<file path="src/rtl/adc_seq_pkg.sv">
package adc_seq_pkg;
  localparam int NUM_CH = 8;
  localparam int CH_W   = 3;
  localparam int LEN_W  = CH_W + 1;
  localparam int RAW_W  = 10;
  localparam int RES_W  = 16;
  localparam int ADDR_W = 5;
  localparam int DATA_W = 8;

  localparam logic [ADDR_W-1:0] ADR_PWR  = 5'h02;
  localparam logic [ADDR_W-1:0] ADR_LEN  = 5'h03;
  localparam logic [ADDR_W-1:0] ADR_FMT  = 5'h04;
  localparam logic [ADDR_W-1:0] ADR_GO   = 5'h05;
  localparam logic [ADDR_W-1:0] ADR_SEQ  = 5'h06;
  localparam logic [ADDR_W-1:0] ADR_MAP  = 5'h0B;
  localparam logic [ADDR_W-1:0] ADR_DEN  = 5'h0D;
  localparam logic [ADDR_W-1:0] ADR_PORT = 5'h0F;
  localparam logic [ADDR_W-1:0] ADR_RES  = 5'h10;

  typedef enum logic [1:0] {S_IDLE, S_REQ, S_WAIT} seq_state_t;

  typedef struct packed {
    logic             pwr;
    logic             fast_clr;
    logic [LEN_W-1:0] len;
    logic             res8;
    logic             left;
    logic             cont;
    logic             multi;
    logic [CH_W-1:0]  first_ch;
  } seq_cfg_t;
endpackage

</file>
<file path="src/rtl/adc_seq_fmt.sv">
module adc_seq_fmt
  import adc_seq_pkg::*;
#(
  parameter int RAW_BITS = RAW_W,
  parameter int WORD_W   = RES_W,
  parameter int NARROW_W = 8
) (
  input  logic [RAW_BITS-1:0] raw,
  input  logic                res8,
  input  logic                left,
  output logic [WORD_W-1:0]   word
);
  localparam int PAD_N = WORD_W - NARROW_W;
  localparam int PAD_W = WORD_W - RAW_BITS;

  logic [NARROW_W-1:0] narrow;
  assign narrow = raw[RAW_BITS-1 -: NARROW_W];

  always_comb begin
    unique case ({res8, left})
      2'b11:   word = {narrow, {PAD_N{1'b0}}};
      2'b10:   word = {{PAD_N{1'b0}}, narrow};
      2'b01:   word = {raw, {PAD_W{1'b0}}};
      default: word = {{PAD_W{1'b0}}, raw};
    endcase
  end
endmodule

</file>
<file path="src/rtl/adc_seq_fsm.sv">
module adc_seq_fsm
  import adc_seq_pkg::*;
#(
  parameter int CHANNELS = NUM_CH,
  parameter int IDX_W    = CH_W
) (
  input  logic             clk,
  input  logic             rst_n,
  input  logic             go,
  input  logic             pwr,
  input  logic [IDX_W:0]   len,
  input  logic             multi,
  input  logic             cont,
  input  logic [IDX_W-1:0] first_ch,
  output logic             req_valid,
  input  logic             req_ready,
  output logic [IDX_W-1:0] req_chan,
  input  logic             rsp_valid,
  output logic             rsp_ready,
  output logic             store,
  output logic [IDX_W-1:0] slot,
  output logic             seq_done
);
  seq_state_t       state_q;
  logic [IDX_W-1:0] k_q;
  logic [IDX_W-1:0] last_idx;
  logic [IDX_W:0]   sum;

  // saturating length decode
  always_comb begin
    if (len[IDX_W] || (int'(len[IDX_W-1:0]) >= CHANNELS))
      last_idx = IDX_W'(CHANNELS - 1);
    else
      last_idx = len[IDX_W-1:0];
  end

  // channel for the current step, wrapping past the top channel
  always_comb begin
    sum = {1'b0, first_ch} + {1'b0, k_q};
    if (int'(sum) >= CHANNELS) sum = sum - (IDX_W + 1)'(CHANNELS);
  end

  assign req_chan  = multi ? sum[IDX_W-1:0] : first_ch;
  assign req_valid = (state_q == S_REQ);
  assign rsp_ready = (state_q == S_WAIT) && pwr;
  assign store     = rsp_ready && rsp_valid;
  assign slot      = k_q;
  assign seq_done  = store && (k_q == last_idx);

  always_ff @(posedge clk) begin
    if (!rst_n) begin
      state_q <= S_IDLE;
      k_q     <= '0;
    end else if (go) begin
      state_q <= S_REQ;
      k_q     <= '0;
    end else if (!pwr) begin
      state_q <= S_IDLE;
      k_q     <= '0;
    end else begin
      unique case (state_q)
        S_REQ:  if (req_ready) state_q <= S_WAIT;
        S_WAIT: if (rsp_valid) begin
          if (k_q == last_idx) begin
            k_q     <= '0;
            state_q <= cont ? S_REQ : S_IDLE;
          end else begin
            k_q     <= k_q + 1'b1;
            state_q <= S_REQ;
          end
        end
        default: state_q <= S_IDLE;
      endcase
    end
  end
endmodule

</file>
<file path="src/rtl/adc_seq_regs.sv">
module adc_seq_regs
  import adc_seq_pkg::*;
#(
  parameter int CHANNELS = NUM_CH,
  parameter int IDX_W    = CH_W,
  parameter int WORD_W   = RES_W,
  parameter int A_W      = ADDR_W,
  parameter int D_W      = DATA_W
) (
  input  logic                clk,
  input  logic                rst_n,
  input  logic [A_W-1:0]      bus_addr,
  input  logic                bus_wr,
  input  logic                bus_rd,
  input  logic [D_W-1:0]      bus_wdata,
  output logic [D_W-1:0]      bus_rdata,
  input  logic [D_W-1:0]      pin_in,
  input  logic                store,
  input  logic [IDX_W-1:0]    store_slot,
  input  logic [WORD_W-1:0]   store_word,
  input  logic                seq_done,
  output seq_cfg_t            cfg,
  output logic                go,
  output logic                flag,
  output logic [CHANNELS-1:0] chan_map
);
  localparam int RES_BYTES = 2 * CHANNELS;

  seq_cfg_t          cfg_q;
  logic [D_W-1:0]    den_q;
  logic              flag_q;
  logic [CHANNELS-1:0] map_q;
  logic [WORD_W-1:0] res_q [CHANNELS];

  logic wr_pwr, wr_len, wr_fmt, wr_go, wr_seq, wr_den;
  logic [A_W-1:0]   res_off;
  logic             res_hit;
  logic [IDX_W-1:0] res_idx;
  logic             fast_rd;
  logic [WORD_W-1:0] sel_word;

  assign wr_pwr = bus_wr && (bus_addr == ADR_PWR);
  assign wr_len = bus_wr && (bus_addr == ADR_LEN);
  assign wr_fmt = bus_wr && (bus_addr == ADR_FMT);
  assign wr_go  = bus_wr && (bus_addr == ADR_GO);
  assign wr_seq = bus_wr && (bus_addr == ADR_SEQ);
  assign wr_den = bus_wr && (bus_addr == ADR_DEN);

  assign res_off = bus_addr - ADR_RES;
  assign res_hit = (bus_addr >= ADR_RES) && (int'(res_off) < RES_BYTES);
  assign res_idx = res_off[IDX_W:1];
  assign fast_rd = bus_rd && res_hit && cfg_q.fast_clr;
  assign go      = wr_go && cfg_q.pwr;

  always_ff @(posedge clk) begin
    if (!rst_n) begin
      cfg_q <= '0;
      den_q <= '0;
    end else begin
      if (wr_pwr) begin
        cfg_q.pwr      <= bus_wdata[7];
        cfg_q.fast_clr <= bus_wdata[6];
      end
      if (wr_len) cfg_q.len  <= bus_wdata[IDX_W:0];
      if (wr_fmt) cfg_q.res8 <= bus_wdata[7];
      if (wr_go) begin
        cfg_q.left     <= bus_wdata[7];
        cfg_q.cont     <= bus_wdata[5];
        cfg_q.multi    <= bus_wdata[4];
        cfg_q.first_ch <= bus_wdata[IDX_W-1:0];
      end
      if (wr_den) den_q <= bus_wdata;
    end
  end

  // completion flag: start write wins, then completion, then clears
  always_ff @(posedge clk) begin
    if (!rst_n)                                flag_q <= 1'b0;
    else if (wr_go)                            flag_q <= 1'b0;
    else if (seq_done)                         flag_q <= 1'b1;
    else if ((wr_seq && bus_wdata[7]) || fast_rd) flag_q <= 1'b0;
  end

  always_ff @(posedge clk) begin
    if (!rst_n)     map_q <= '0;
    else if (go)    map_q <= '0;
    else if (store) map_q <= ((store_slot == '0) ? '0 : map_q) | (CHANNELS'(1) << store_slot);
  end

  for (genvar c = 0; c < CHANNELS; c++) begin : g_res
    always_ff @(posedge clk) begin
      if (!rst_n) res_q[c] <= '0;
      else if (store && (store_slot == IDX_W'(c))) res_q[c] <= store_word;
    end
  end

  assign sel_word = res_q[res_idx];

  always_comb begin
    bus_rdata = '0;
    unique case (bus_addr)
      ADR_PWR:  begin bus_rdata[7] = cfg_q.pwr; bus_rdata[6] = cfg_q.fast_clr; end
      ADR_LEN:  bus_rdata[IDX_W:0] = cfg_q.len;
      ADR_FMT:  bus_rdata[7] = cfg_q.res8;
      ADR_GO:   begin
        bus_rdata[7] = cfg_q.left;
        bus_rdata[5] = cfg_q.cont;
        bus_rdata[4] = cfg_q.multi;
        bus_rdata[IDX_W-1:0] = cfg_q.first_ch;
      end
      ADR_SEQ:  bus_rdata[7] = flag_q;
      ADR_MAP:  bus_rdata[CHANNELS-1:0] = map_q;
      ADR_DEN:  bus_rdata = den_q;
      ADR_PORT: bus_rdata = pin_in & den_q;
      default:  if (res_hit)
        bus_rdata = res_off[0] ? sel_word[D_W-1:0] : sel_word[WORD_W-1 -: D_W];
    endcase
  end

  assign cfg      = cfg_q;
  assign flag     = flag_q;
  assign chan_map = map_q;
endmodule

</file>
<file path="src/rtl/adc_seq_ctrl.sv">
module adc_seq_ctrl
  import adc_seq_pkg::*;
#(
  parameter int CHANNELS = NUM_CH,
  parameter int RAW_BITS = RAW_W,
  parameter int WORD_W   = RES_W,
  parameter int A_W      = ADDR_W,
  parameter int D_W      = DATA_W,
  localparam int IDX_W   = $clog2(CHANNELS)
) (
  input  logic             clk,
  input  logic             rst_n,
  input  logic [A_W-1:0]   reg_addr,
  input  logic             reg_wr,
  input  logic             reg_rd,
  input  logic [D_W-1:0]   reg_wdata,
  output logic [D_W-1:0]   reg_rdata,
  input  logic [D_W-1:0]   pin_in,
  output logic             req_valid,
  input  logic             req_ready,
  output logic [IDX_W-1:0] req_chan,
  input  logic             rsp_valid,
  output logic             rsp_ready,
  input  logic [RAW_BITS-1:0] rsp_data
);
  seq_cfg_t            cfg;
  logic                go, store, seq_done, seq_flag;
  logic [IDX_W-1:0]    slot;
  logic [WORD_W-1:0]   word;
  logic [CHANNELS-1:0] chan_map;

  adc_seq_regs #(
    .CHANNELS(CHANNELS), .IDX_W(IDX_W), .WORD_W(WORD_W), .A_W(A_W), .D_W(D_W)
  ) regs_i (
    .clk(clk), .rst_n(rst_n),
    .bus_addr(reg_addr), .bus_wr(reg_wr), .bus_rd(reg_rd),
    .bus_wdata(reg_wdata), .bus_rdata(reg_rdata), .pin_in(pin_in),
    .store(store), .store_slot(slot), .store_word(word), .seq_done(seq_done),
    .cfg(cfg), .go(go), .flag(seq_flag), .chan_map(chan_map)
  );

  adc_seq_fsm #(.CHANNELS(CHANNELS), .IDX_W(IDX_W)) fsm_i (
    .clk(clk), .rst_n(rst_n), .go(go), .pwr(cfg.pwr),
    .len(cfg.len), .multi(cfg.multi), .cont(cfg.cont), .first_ch(cfg.first_ch),
    .req_valid(req_valid), .req_ready(req_ready), .req_chan(req_chan),
    .rsp_valid(rsp_valid), .rsp_ready(rsp_ready),
    .store(store), .slot(slot), .seq_done(seq_done)
  );

  adc_seq_fmt #(.RAW_BITS(RAW_BITS), .WORD_W(WORD_W)) fmt_i (
    .raw(rsp_data), .res8(cfg.res8), .left(cfg.left), .word(word)
  );
endmodule

</file>
<file path="config.mk">
export PLATFORM = sky130hd
export DESIGN_NAME = adc_seq_ctrl
export DESIGN_NICKNAME = d
export VERILOG_FILES = /design/src/rtl/adc_seq_pkg.sv /design/src/rtl/adc_seq_fmt.sv /design/src/rtl/adc_seq_fsm.sv /design/src/rtl/adc_seq_regs.sv /design/src/rtl/adc_seq_ctrl.sv
export SDC_FILE = /design/constraint.sdc
export NUM_CORES = 1
export LEC_CHECK = 0
export BUFFER_PORTS_ARGS = -buffer_cell sky130_fd_sc_hd__buf_2
export CORE_ASPECT_RATIO = 1.2
export CORE_MARGIN = 10
export CORE_UTILIZATION = 40
export DETAILED_ROUTE_END_ITERATION = 8
export SYNTH_ARGS = -nofsm -noshare
export SYNTH_HDL_FRONTEND = slang
export SYNTH_SLANG_ARGS = --single-unit
</file>
<file path="constraint.sdc">
create_clock -name clk -period 2 [get_ports clk]
set_input_delay 0.2 -clock clk [delete_from_list [all_inputs] [get_ports clk]]
set_output_delay 0.2 -clock clk [all_outputs]
set_load 0.005 [all_outputs]
</file>
==> qor.txt <==
run status - complete, but fails checks
failing checks - setup timing
most frequent cell after synthesis - nor2_1
Net Count, Synth - 701
CP max stage cell - mux4_2
CTS root buf - clkbuf_16
WL/cell - 20.9 um
startpoint type of the worst setup path - register
total track usage - 17.1%
htree depth - 4
GRT busiest layer - met2
Least-Margin Pin Slew - 0.544 ns
post-synth top area share - 49.7%
post-route worst setup slack - -0.133 ns
Pwr Total - 7.68 mW
largest cells by area after synthesis - edfxtp_1 50%, dfxtp_1 9.1%, nor2_1 6.9%, mux4_2 4.9%, mux2i_1 4.5%
Setup-failing EPs final - 6
fmax - 469 MHz
Buf/Inv on CP - 1
Syn Inst Count - 654
mapped cell area - 0.00774 mm^2
clock-pin slew on the worst setup and hold paths - 0.07 ns
WS Path Type - reg -> out
met3 GRT Util - 3.79%
nets@finish - 788
GP Congestion - 0.895
Crit path max-delay family - multiplexers
prevailing post-synth register cell - edfxtp_1
max-cap violation count - 0
min Tclk post-route - 2.13 ns
RSZ-0062 raised after global routing - true
vias in the first global route - 5761
Layout area overhead - 22.1%
arrival time at the worst endpoint - 1.93 ns
Overflow after GRT - 0
placed instance count - 976
clk sinks - 163
die area - 0.0253 mm^2
hold crit path type - in -> reg
initial antenna violation count - 0
Synth top cells by count - 143 x nor2_1, 128 x edfxtp_1, 71 x nand2_1
Hold Crit Depth - 3
Worst EP required - 1.80 ns
met2 usage - 29.4%
peak supply drop - 0.000621 V
worst reg-to-reg path cell count - 7
Yosys Warn Count - 0
Diodes inserted - 0
Seq/Total Area, Yosys - 58.7%
layout cells sized above 1 - 26.0%
TritonCTS clock tree - built
Die Ht - 172 um
post-route antenna net violation count - 0
initial core utilization - 40.9%
DRT Wirelength - 21.1 mm
IO Port Bufs - 49
CP Capture Type - primary output
Leak - 3.48 nW
first-pass GRT wire length - 33.1 mm
Synth Register Bits - 163
power per cell area - 813 mW/mm^2
die width - 147 um
Final Max Tran Viols - 0
# IOs - 50
crit-path max cell delay - 0.48 ns
most area-hungry cell type in the Yosys netlist - edfxtp_1
Post-Syn Area per Cell - 11.8 um^2
clock skew - 0.00832 ns
ys async rst share - 0%
Non-Filler Instances - 1009
post-DP HPWL - 14.5 mm
residual DRC count - 0
CP Max Fanout - 1
initial DRC count - 479
clk_lat worst skew - 0.43 ns
drt first pass iters - 5
Site Rows - 55
Final Hold Vio Count - 0
clock tree buffer depth - 2
period utilization - 107%
largest net degree at the start of global routing - 36
TritonCTS Buffers - 17
Worst path depth - 5
worst-path cell chain - mux4_2, mux2_4, nand2_2, nand4_1, buf_2
routed vias - 5514
Slew headroom - 63.7%
CTS Hold Bufs - 0
Via density - 5.46
core area - 0.0189 mm^2
met1 usage - 20.7%
Yosys cell types - 46
EDFF count, synth - 128
-- worst register-to-register path: stages (launching register included) --
cell     delay, ns
dfxtp_4       0.36
buf_4         0.15
inv_1         0.14
ha_1          0.23
nor2b_1       0.21
nand2_1       0.11
nand2_1       0.14
buf_12        0.18
-- power by group --
group	switching [mW]	leakage [nW]	internal [mW]
registers	0.0384	1.51	3.77
clock network	1.50	0.283	1.78
logic	0.323	1.69	0.276
-- final timing paths --
| kind | start | endpoint | slack [ns] |
|---|---|---|---|
| worst max-delay path | regs_i.res_q[4][11] | reg_rdata[3] | -0.13 |
| worst min-delay path | reg_wdata[4] | regs_i.cfg[3] | 0.04 |
| worst max register to register | fsm_i.slot[0] | regs_i.res_q[2][15] | 0.18 |
| worst min register to register | regs_i.chan_map[7] | regs_i.chan_map[7] | 0.46 |
-- final cells by class --
type | count | area, um^2
Clock inverter | 14 | 164
Multi-Input combinational cell | 446 | 3050
Inverter | 10 | 37.5
Tap cell | 256 | 320
Fill cell | 1655 | 9480
Clock buffer | 17 | 425
Sequential cell | 163 | 4550
Timing Repair Buffer | 103 | 901
-- logic make-up (layout without fill, tap and decap cells) --
kind of cell	Yosys count	in the layout	synth area share [%]
adders and majority gates	10	10	1.71
muxes	73	73	14.1
and+or+nand+nor	294	294	16.7
xor gates and xnor gates	4	4	0.453
buffers and inverters	45	144	2.91
DFF	163	163	58.7
AOI/OAI and AO/OA	65	65	5.38
-- routing by layer --
layer | wire length (um) | up-vias
met5 | 0 | -
met4 | 486 | 0
met3 | 1250 | 31
met2 | 10700 | 188
met1 | 8650 | 2759
li1 | - | 2536
-- state kept, by name (all words and copies together), names as in the netlist, named ones only --
signal,cells
fsm_i.slot,3
regs_i.cfg,13
fsm_i.state_q,2
regs_i.res_q,128
regs_i.flag,1
regs_i.den_q,8
regs_i.chan_map,7
-- cells in the final DEF, fill, tap and decap left out, types with 5 or more instances in the layout --
cell type,n
a21boi_1,5
a21oi_1,19
a22oi_1,6
a31oi_1,5
buf_12,20
buf_2,49
buf_4,34
clkbuf_16,17
dfxtp_1,32
edfxtp_1,128
ha_1,8
inv_1,9
inv_6,6
mux2_2,8
mux2_4,5
mux2i_1,35
mux4_2,24
nand2_1,66
nand2_2,5
nand3_1,21
nand4_1,6
nor2_1,143
nor2b_1,28
o211ai_1,8
o21ai_0,7
-- timing repair --
item,4_1_cts,5_1_grt
buffers inserted,2,0
gates resized for setup,32,2
pin swaps,12,1
gates cloned,0,0
setup endpoints to repair,8,10
-- metrics by stage --
stage	hold slack (ns)	utilization, %	setup TNS [ns]	cell area, um^2	setup slack (ns)
finish	0.0398	49.9	-0.437	9450	-0.133
global route	0.0499	49.9	-0.924	9450	-0.184
CTS	0.0271	49.9	-0.577	9440	-0.155
detailed placement	0.443	46.3	0	8760	0.00284
global placement	0.440	46.3	0	8760	0.0359
floorplan	0.346	-	0	7740	0.0924
Note: power is estimated with default switching activity, not from simulation.
